--- config.mk ---
export PLATFORM = sky130hd
export DESIGN_NAME = pulse_sweep
export DESIGN_NICKNAME = d
export VERILOG_FILES = /design/src/rtl/pulse_sweep_pkg.sv /design/src/rtl/sweep_target.sv /design/src/rtl/sweep_divider.sv /design/src/rtl/pulse_sweep.sv
export SDC_FILE = /design/constraint.sdc
export NUM_CORES = 1
export LEC_CHECK = 0
export BUFFER_PORTS_ARGS = -buffer_cell sky130_fd_sc_hd__buf_2
export CELL_PAD_IN_SITES_DETAIL_PLACEMENT = 1
export CELL_PAD_IN_SITES_GLOBAL_PLACEMENT = 2
export CORE_MARGIN = 4
export CORE_UTILIZATION = 32
export DETAILED_ROUTE_END_ITERATION = 7
export GPL_TIMING_DRIVEN = 0
export PLACE_DENSITY = 0.81
export SYNTH_ARGS = -nofsm -noshare
export SYNTH_HDL_FRONTEND = slang
export SYNTH_HIERARCHICAL = 1
export SYNTH_SLANG_ARGS = --single-unit
--- constraint.sdc ---
create_clock -name clk_i -period 12.12 [get_ports clk_i]
set_clock_uncertainty 0.2 [all_clocks]
set_input_delay 1.212 -clock clk_i [delete_from_list [all_inputs] [get_ports clk_i]]
set_output_delay 1.212 -clock clk_i [all_outputs]
set_load 0.05 [all_outputs]
--- src/rtl/pulse_sweep_pkg.sv ---
package pulse_sweep_pkg;
  localparam int unsigned DIV_W   = 3;
  localparam int unsigned SHIFT_W = 3;

  typedef struct packed {
    logic               en;
    logic [DIV_W-1:0]   div_per;
    logic               neg;
    logic [SHIFT_W-1:0] shift;
  } sweep_cfg_t;
endpackage

--- src/rtl/sweep_target.sv ---
module sweep_target #(
  parameter int unsigned PERIOD_W = 11,
  parameter int unsigned SHIFT_W  = 3,
  parameter bit          ONES_NEG = 1'b1
) (
  input  logic [PERIOD_W-1:0] period_i,
  input  logic [SHIFT_W-1:0]  shift_i,
  input  logic                neg_i,
  output logic [PERIOD_W:0]   target_o
);
  localparam int unsigned TW = PERIOD_W + 1;

  logic [TW-1:0] period_ext, change_ext, neg_change;

  assign period_ext = {1'b0, period_i};
  assign change_ext = {1'b0, period_i >> shift_i};

  generate
    if (ONES_NEG) begin : g_ones
      assign neg_change = ~change_ext;
    end else begin : g_twos
      assign neg_change = ~change_ext + TW'(1);
    end
  endgenerate

  always_comb begin
    if (!neg_i)                target_o = period_ext + change_ext;
    else if (shift_i == '0)    target_o = '0;  // avoid false overflow
    else                       target_o = period_ext + neg_change;
  end
endmodule

--- src/rtl/sweep_divider.sv ---
module sweep_divider #(
  parameter int unsigned DIV_W = 3
) (
  input  logic             clk_i,
  input  logic             rst_ni,
  input  logic             tick_i,
  input  logic             reload_set_i,
  input  logic [DIV_W-1:0] div_per_i,
  output logic             zero_o
);
  logic [DIV_W-1:0] cnt_q;
  logic             reload_q;

  assign zero_o = (cnt_q == '0);

  always_ff @(posedge clk_i or negedge rst_ni) begin
    if (!rst_ni) begin
      cnt_q    <= '0;
      reload_q <= 1'b0;
    end else begin
      if (tick_i) begin
        if (zero_o || reload_q) cnt_q <= div_per_i;
        else                    cnt_q <= cnt_q - DIV_W'(1);
      end
      if (reload_set_i) reload_q <= 1'b1;
      else if (tick_i)  reload_q <= 1'b0;
    end
  end
endmodule

--- src/rtl/pulse_sweep.sv ---
module pulse_sweep
  import pulse_sweep_pkg::*;
#(
  parameter int unsigned PERIOD_W   = 11,
  parameter bit          ONES_NEG   = 1'b1,
  parameter int unsigned MIN_PERIOD = 8
) (
  input  logic                clk_i,
  input  logic                rst_ni,
  input  logic                sweep_wr_i,
  input  logic [7:0]          sweep_data_i,
  input  logic                period_wr_i,
  input  logic [PERIOD_W-1:0] period_data_i,
  input  logic                half_tick_i,
  output logic [PERIOD_W-1:0] period_o,
  output logic                mute_o
);
  sweep_cfg_t          cfg_q;
  logic [PERIOD_W-1:0] period_q;
  logic [PERIOD_W:0]   target;
  logic                div_zero, do_update;

  always_ff @(posedge clk_i or negedge rst_ni) begin
    if (!rst_ni)         cfg_q <= '0;
    else if (sweep_wr_i) cfg_q <= sweep_cfg_t'(sweep_data_i);
  end

  sweep_target #(
    .PERIOD_W(PERIOD_W), .SHIFT_W(SHIFT_W), .ONES_NEG(ONES_NEG)
  ) u_target (
    .period_i(period_q), .shift_i(cfg_q.shift), .neg_i(cfg_q.neg), .target_o(target)
  );

  sweep_divider #(.DIV_W(DIV_W)) u_div (
    .clk_i(clk_i), .rst_ni(rst_ni), .tick_i(half_tick_i),
    .reload_set_i(sweep_wr_i), .div_per_i(cfg_q.div_per), .zero_o(div_zero)
  );

  assign mute_o = (period_q < PERIOD_W'(MIN_PERIOD)) || target[PERIOD_W];

  assign do_update = half_tick_i && div_zero && cfg_q.en &&
                     (cfg_q.shift != '0) && !mute_o;

  always_ff @(posedge clk_i or negedge rst_ni) begin
    if (!rst_ni)          period_q <= '0;
    else if (period_wr_i) period_q <= period_data_i;
    else if (do_update)   period_q <= target[PERIOD_W-1:0];
  end

  assign period_o = period_q;
endmodule

==> results of run 1 <==
-- stage by stage --
step                hold WS [ns]  cell area, sq um  setup WS (ns)   util  std cells
floorplan                  0.274              2570           7.60      -        290
global placement           0.290              2870           7.26  0.370        427
detailed placement         0.296              2870           7.21  0.370        427
CTS                        0.316              2920           6.89  0.375        431
global route               0.325              2920           6.65  0.375        431
finish                     0.315              2920           6.86  0.375        431
-- path summary, 6_finish.rpt --
| kind | to | slack, ns | depth (start not counted) |
|---|---|---|---|
| max | mute_o | 6.86 | 15 |
| min | cfg_q[6] | 0.32 | 1 |
| max reg2reg | period_o[4] | 7.64 | 17 |
| min reg2reg | cfg_q[6] | 0.32 | 1 |
| max in group asynchronous | period_o[7] | 10.62 | 1 |
| min in group asynchronous | period_o[0] | 0.72 | 1 |
-- registers in the layout (all words and copies together) (netlist names) --
register and flops:
period_o 11, u_div/cnt_q 3, u_div/reload_q 1, cfg_q 8
-- worst max-delay path, delay by kind of cell (launching register included) --
family                     cells  cell delay (ns)
buffers and inverters          3             0.69
and+or+nand+nor                4             0.69
AOI/OAI and AO/OA              5             1.07
muxes                          2             0.44
DFF                            1             0.36
adders and majority gates      1             0.30
-- power by group through the flow --
stage | logic (mW) | registers [mW] | clock network [mW]
5_1_grt | 0.736 | 0.153 | 0.0577
2_1_floorplan | 0.454 | 0.198 | 0
3_5_place_dp | 0.661 | 0.150 | 0
3_3_place_gp | 0.648 | 0.149 | 0
4_1_cts | 0.665 | 0.149 | 0.0545
6_report | 0.665 | 0.148 | 0.0516
-- synth_stat cells (6+ instances only) --
master	count	area, sq um
sky130_fd_sc_hd__dfrtp_1	23	576
sky130_fd_sc_hd__nand2_1	15	56.3
sky130_fd_sc_hd__nor3_1	6	30.0
sky130_fd_sc_hd__ha_1	25	313
sky130_fd_sc_hd__nor2_1	19	71.3
sky130_fd_sc_hd__mux2i_1	10	100
sky130_fd_sc_hd__inv_1	29	109
sky130_fd_sc_hd__nand2b_1	6	37.5
sky130_fd_sc_hd__o21ai_0	16	80.1
sky130_fd_sc_hd__mux2_4	10	150
sky130_fd_sc_hd__buf_2	6	30.0
sky130_fd_sc_hd__a21oi_1	20	100
sky130_fd_sc_hd__mux2_2	25	282
-- cell families (layout without fill, tap and decap cells) --
family                   count (synthesis)  in the layout
buffers and inverters                   43             82
XOR/XNOR                                 1              1
flip-flops                              23             23
AND/OR/NAND/NOR                         66             66
multiplexers                            45             45
adder cells (fa/ha/maj)                 27             27
AO/OA/AOI/OAI                           85             85
-- metal layers --
layer	vias up	share of wire	wire (um)	global-route usage
met5	-	0	0	0
met2	28	0.49	3830	0.284
met4	0	0.0093	72	0.0319
met1	1152	0.47	3670	0.219
met3	6	0.022	168	0.0129
li1	1133	-	-	-
-- cell usage in the layout (no fill, tap or decap), drive strengths merged, types with 6 or more instances in the layout --
cell    synthesis  final
a21oi          21     21
buf             9     44
clkbuf          4      7
dfrtp          23     23
ha             25     25
inv            29     29
mux2           35     35
mux2i          10     10
nand2          15     15
nand2b          6      6
nor2           19     19
nor3            7      7
o21ai          19     19
o22a            6      6
-- area by class of cell --
class | count | area [sq um]
plain buffers | 13 | 71.3
clock buffers | 3 | 41.3
clock inverters | 1 | 5.00
fillers | 954 | 4850
inverters | 30 | 113
multi-input cells | 224 | 1810
flip-flops and latches | 23 | 576
well taps | 102 | 128
repair buffers | 35 | 175
==> run summary, run 1 <==
The flow ran to the end, and the final reports show no timing, DRC or antenna violations. The number of storage elements in the synthesis netlist is 23. The floorplan step defined a core boundary enclosing 0.00777 sq mm.

The post-CTS setup-driven buffer insertion count came out at 0. The logs give 0.060 for the clock power share and 0.162 for the total routing resource utilization after global routing. The number of cells produced by synthesis was 290. The worst relative slew slack is 0.387.

The run gives 0.00257 sq mm as the netlist area before placement. In the final timing run, aggregate negative setup slack is 0 ns. The standby leakage power came out at 1.39 nW. Clock tree synthesis selected as its root buffer the cell sky130_fd_sc_hd__clkbuf_8. The worst hold path begins at cfg_q[6]. Layout cell share with drive strength beyond 1: 0.280. Max-slew violation total from the final report: 0.

Across the run, the number of max-cap violations was 0. 36 I/O pins were placed. The initialized floorplan defines 32 standard-cell rows.

In the routed design, unresolved DRC markers number 0. In this run, synthesis inferred 0 flip-flops with an integrated enable. The number of detailed-routing iterations run before antenna repair was 4.

CTS saw 23 sinks. The critical path goes through buf_2, buf_2, mux2i_1, nand2_1, o21ai_0, mux2_2, ha_1, nand2b_1, a21oi_1, o21a_1, o41ai_2, nor3_1, or3_1, a21o_1, buf_2. The register area share after synthesis was 0.224. The die covers 0.00952 sq mm.

The initial antenna violation count was 0. The worst min-delay path class was register to register. In the final design database the tool counted 381 nets. Gates resized during post-CTS repair numbered 0. The area fraction in compound gates after synthesis works out to 0.229. Internal power comes to 394 uW. The first global-routing pass estimated 12.7 mm of wire.

In this run the power density over the cells is 297 mW/mm^2. The hold-fix buffer count after cts came out at 0. The sequential share of power was 0.171; the count of inserted antenna diode cells was 0. The routed length per instance is 17.9 um, and the maximum clock frequency is 190 MHz.

The proportion of synthesized flip-flops having asynchronous set or reset is 1.00, and the biggest fanout along the worst timing path is 10. The run gives 0.769 as the power share of the combinational group. For this design the total switching power over the nets is 470 uW. For this block, the initial DRC count from the detailed router was 90.

The endpoint class of the critical path is a primary output. The die width is 97.6 um. The worst setup path is of the register to primary output kind. The clock period minus final worst setup slack works out to 5.26 ns. The clock reaches the later pin of the worst-skew pair after 0.27 ns.

Final critical-path share of the clock period: 0.434. For this run the aggregate overflow at the end of global routing stands at 0. The area share of xor/xnor cells in the synthesized design was 0.00341; the overall routed net length was 7.74 mm. Launch instance of the worst register-to-register path: cfg_q[1]. Detailed placement ended at an HPWL of 5.86 mm. Total nets after synthesis: 341.

Main combinational cell family by area after synthesis: compound AO/OA/AOI/OAI gates. The switching portion of total power was 0.544; the simple-gate share of the synthesized area was 0.128. For the number of warnings reported in the yosys synthesis log, the log shows 6. The number of setup violations in the final report came out at 0. TritonCTS built the clock tree. The number of global-route vias before repair is 2,429.

Pin count of the biggest net entering global routing: 24. The initial core utilization was 0.331. The highest-delay cell along the critical path is sky130_fd_sc_hd__o41ai_2. The fraction of the mapped netlist area in adder cells was 0.137; the synthesized area divided by synthesized cell count was 8.85 sq um.

The most critical setup path has its startpoint at cfg_q[1]. The maximum vdd drop was 0.130 mV. After clock tree synthesis, the clock-pin slew on the worst setup and hold paths is 0.09 ns.

Buffers placed on the I/O ports in this run total 35. The area growth from synthesis to layout came out at 13.6%. Pin slew with the least headroom to its limit: 0.916 ns. In this run the remaining antenna-violating nets after routing total 0. The design draws 865 uW.

The post-detailed-route via-to-cell ratio was 5.38. Among the stages of the critical path, the cell type that occurs most often is sky130_fd_sc_hd__buf_2. The fraction of synthesized area in multiplexers is 0.207, and the number of buffers on the longest clock path is 2. The tools report the CTS buffer count as 3. Setup repair after global routing left no endpoint under its margin. The count of unique library cells instantiated by Yosys is 51, and the arrival time at the worst endpoint is 3.84 ns. The routed layout has 2,319 vias. For this run, the leading register cell type out of synthesis is sky130_fd_sc_hd__dfrtp_1. The count of final hold-check violations was 0; the die height was 97.6 um. On the worst path, the slowest cell contributes a delay of 0.47 ns. STA classifies the critical path startpoint as a register. The weighted congestion at the end of routability-driven global placement was 0.833; the data required time at the worst endpoint was 10.71 ns.

For the number of H-tree levels, the log shows 1.
Note: power is estimated with default switching activity, not from simulation.
==> run 2: changes to the inputs <==
--- a/config.mk
+++ b/config.mk
@@ -12,7 +12,7 @@
 export CORE_UTILIZATION = 32
 export DETAILED_ROUTE_END_ITERATION = 7
 export GPL_TIMING_DRIVEN = 0
-export PLACE_DENSITY = 0.81
+export PLACE_DENSITY = 0.84
 export SYNTH_ARGS = -nofsm -noshare
 export SYNTH_HDL_FRONTEND = slang
 export SYNTH_HIERARCHICAL = 1
==> constraint.sdc (replaced) <==
create_clock -name clk_i -period 4.6 [get_ports clk_i]
set_clock_uncertainty 0.2 [all_clocks]
set_input_delay 0.46 -clock clk_i [delete_from_list [all_inputs] [get_ports clk_i]]
set_output_delay 0.46 -clock clk_i [all_outputs]
set_load 0.05 [all_outputs]
==> run summary, run 2 (synthesis gave the netlist of run 1 again) <==
The library cell used most frequently in the layout, excluding fill and tap cells, is sky130_fd_sc_hd__buf_2. Source-to-sink clock delay at the later pin of the worst-skew pair: 0.28 ns. The worst min-delay path class was input pin to register. The number of buffer cells added on primary ports is 35, and the biggest fanout along the worst timing path is 10. In the final routed layout, each cell accounts on average for 17.6 um.

The tools report the count of final hold-check violations as 0. For the standby leakage power, the log shows 1.40 nW. The run gives 0 as the number of setup violations in the final report.

The run finished with clean final reports. Cell row count: 32. The top cell types in the final layout, fill and taps aside, are 40 x sky130_fd_sc_hd__buf_2, 29 x sky130_fd_sc_hd__inv_1, 25 x sky130_fd_sc_hd__mux2_2, 25 x sky130_fd_sc_hd__ha_1, 23 x sky130_fd_sc_hd__dfrtp_1. The die height is 97.6 um. Internal power contribution: 1.06 mW. The logs give 0.162 for the total routing resource utilization after global routing and 1 for the number of H-tree levels. The first global-routing pass estimated 12.7 mm of wire. For this block, the routed nets add up to 7.60 mm of wire.

The clock power share was 0.061. Entering global routing, the biggest net connects 24 pins. In this run the horizontal extent of the chip is 97.6 um. Detailed placement finished with a half-perimeter wire length of 5.78 mm.

Routability-driven placement finished with a final weighted congestion of 0.864. The CTS root buffer is sky130_fd_sc_hd__clkbuf_8. The logs give 0.167 for the sequential share of power and 0 for the count of inserted antenna diode cells.

The global-route layer with the greatest usage was met2. The number of DRC violations after detailed routing was 0. The number of detailed-routing iterations run before antenna repair is 4, and the arrival time at the worst endpoint is 3.71 ns.

For this design the total switching power over the nets is 1.25 mW. The floorplan step defined a die boundary enclosing 0.00952 sq mm. For this run, the top clock speed supported by timing is 229 MHz. The number of maximum-capacitance violations is 0, and the power share of the combinational group is 0.771.

The worst setup path is launched from a register. After filler insertion, the fill cell instance count of the layout stands at 959. Setup repair after global routing left no endpoint under its margin. The met1 layer usage reported by global route is 0.222, and the data required time at the worst endpoint is 3.94 ns. The area of the placeable core came out at 0.00777 sq mm. Across the VDD grid, the largest voltage drop is 0.323 mV.

At the pin with the least slew margin, the transition time is 0.860 ns. The final critical-path share of the clock period came out at 0.951. TritonCTS built the clock tree. The run gives 3 as the CTS buffer count. The tools report the worst relative slew slack as 0.424. The post-detailed-route via-to-cell ratio came out at 5.39. The initial core utilization was 0.331; the final antenna-violating net count was 0. Met2 usage: 0.267. The number of violations reported at the end of detailed-routing iteration 0 is 88, and the clock transition at the registers of the reported paths is 0.10 ns.

Setup total negative slack on the finished layout was measured at 0 ns. The register with the most flip-flops in the layout has 11 of them. 36 I/O pins were placed. Switching portion of total power: 0.541.

The worst setup path is captured at a primary output. The max-slew violation total from the final report was 0; the power density of the placed cells was 783 mW/mm^2. The layout cell share with drive strength beyond 1 is 0.281. Type of the worst setup path: register to primary output. The area growth from synthesis to layout is 14.8%. The run gives 576 sq um as the total area of sequential cells. Summing over every cut layer, the via total after detailed routing is 2,334. At the end of the flow, the number of nets in the layout was 383.

Clock period minus final worst setup slack: 4.37 ns. The combined area of the multi-input logic cells is 0.00182 sq mm. The number of global-route vias before repair was 2,421; the number of sinks handled by clock tree synthesis was 23.

The tools report the met3 track demand over resource as 0.0194. The logs give 0.187 ns for the hold slack and 0 for the total congestion overflow. The clock passes through at most 2 buffers. The initial antenna violation count came out at 0.
-- run 2: final cells by class --
| type | count | area share |
|---|---|---|
| flip-flops and latches | 23 | 0.195 |
| inverters | 30 | 0.0382 |
| plain buffers | 13 | 0.0250 |
| clock inverters | 1 | 0.00170 |
| clock buffers | 3 | 0.0140 |
| well taps | 102 | 0.0433 |
| multi-input cells | 224 | 0.617 |
| repair buffers | 37 | 0.0654 |
-- run 2: per-layer routing --
layer	routed length (um)	vias up
li1	-	1131
met5	0	-
met1	3610	1152
met4	131	0
met2	3650	42
met3	204	9
-- run 2: stage by stage --
step / cell area (sq um) / util / instances / power [mW] / setup WS, ns
finish: 2950 / 0.380 / 433 / 2.31 / 0.228
global route: 2950 / 0.380 / 433 / 2.53 / 0.00905
CTS: 2930 / 0.377 / 432 / 2.28 / 0.106
detailed placement: 2870 / 0.370 / 427 / 2.13 / 0.178
global placement: 2870 / 0.370 / 427 / 2.09 / 0.247
floorplan: 2570 / - / 290 / 1.72 / 0.336
-- run 2: timing repair --
| item | 4_1_cts | 5_1_grt |
|---|---|---|
| gates resized for setup | 0 | 4 |
| hold buffers | 1 | 0 |
| hold endpoints to repair | 23 | 0 |
| buffers inserted | 0 | 1 |
| endpoints found under the setup margin | 0 | 11 |
-- run 2: final timing paths --
check                           start              to  slack, ns  cells past startpoint
max                          cfg_q[1]          mute_o       0.23                     15
min                        sweep_wr_i  u_div/reload_q       0.19                      2
max reg2reg                  cfg_q[1]     period_o[9]       0.24                     17
min reg2reg                  cfg_q[6]        cfg_q[6]       0.32                      1
max in group asynchronous      rst_ni    period_o[10]       3.32                      2
min in group asynchronous      rst_ni     period_o[0]       0.49                      2
-- run 2: critical path, stage by stage (launching register included) --
cell and delay, ns:
sky130_fd_sc_hd__dfrtp_1 0.41, sky130_fd_sc_hd__buf_2 0.18, sky130_fd_sc_hd__buf_4 0.19, sky130_fd_sc_hd__mux2i_1 0.15, sky130_fd_sc_hd__nand2_1 0.09, sky130_fd_sc_hd__o21ai_0 0.07
sky130_fd_sc_hd__mux2_2 0.31, sky130_fd_sc_hd__ha_1 0.30, sky130_fd_sc_hd__nand2b_1 0.12, sky130_fd_sc_hd__a21oi_1 0.16, sky130_fd_sc_hd__o21a_1 0.25, sky130_fd_sc_hd__o41ai_4 0.38
sky130_fd_sc_hd__nor3_1 0.09, sky130_fd_sc_hd__or3_1 0.35, sky130_fd_sc_hd__a21o_1 0.17, sky130_fd_sc_hd__buf_2 0.21
-- run 2: power by group through the flow --
stage	combinational [mW]	clock [mW]	sequential, mW
floorplan	1.20	0	0.522
global placement	1.70	0	0.389
detailed placement	1.73	0	0.393
CTS	1.75	0.146	0.388
global route	1.98	0.150	0.405
finish	1.78	0.142	0.386
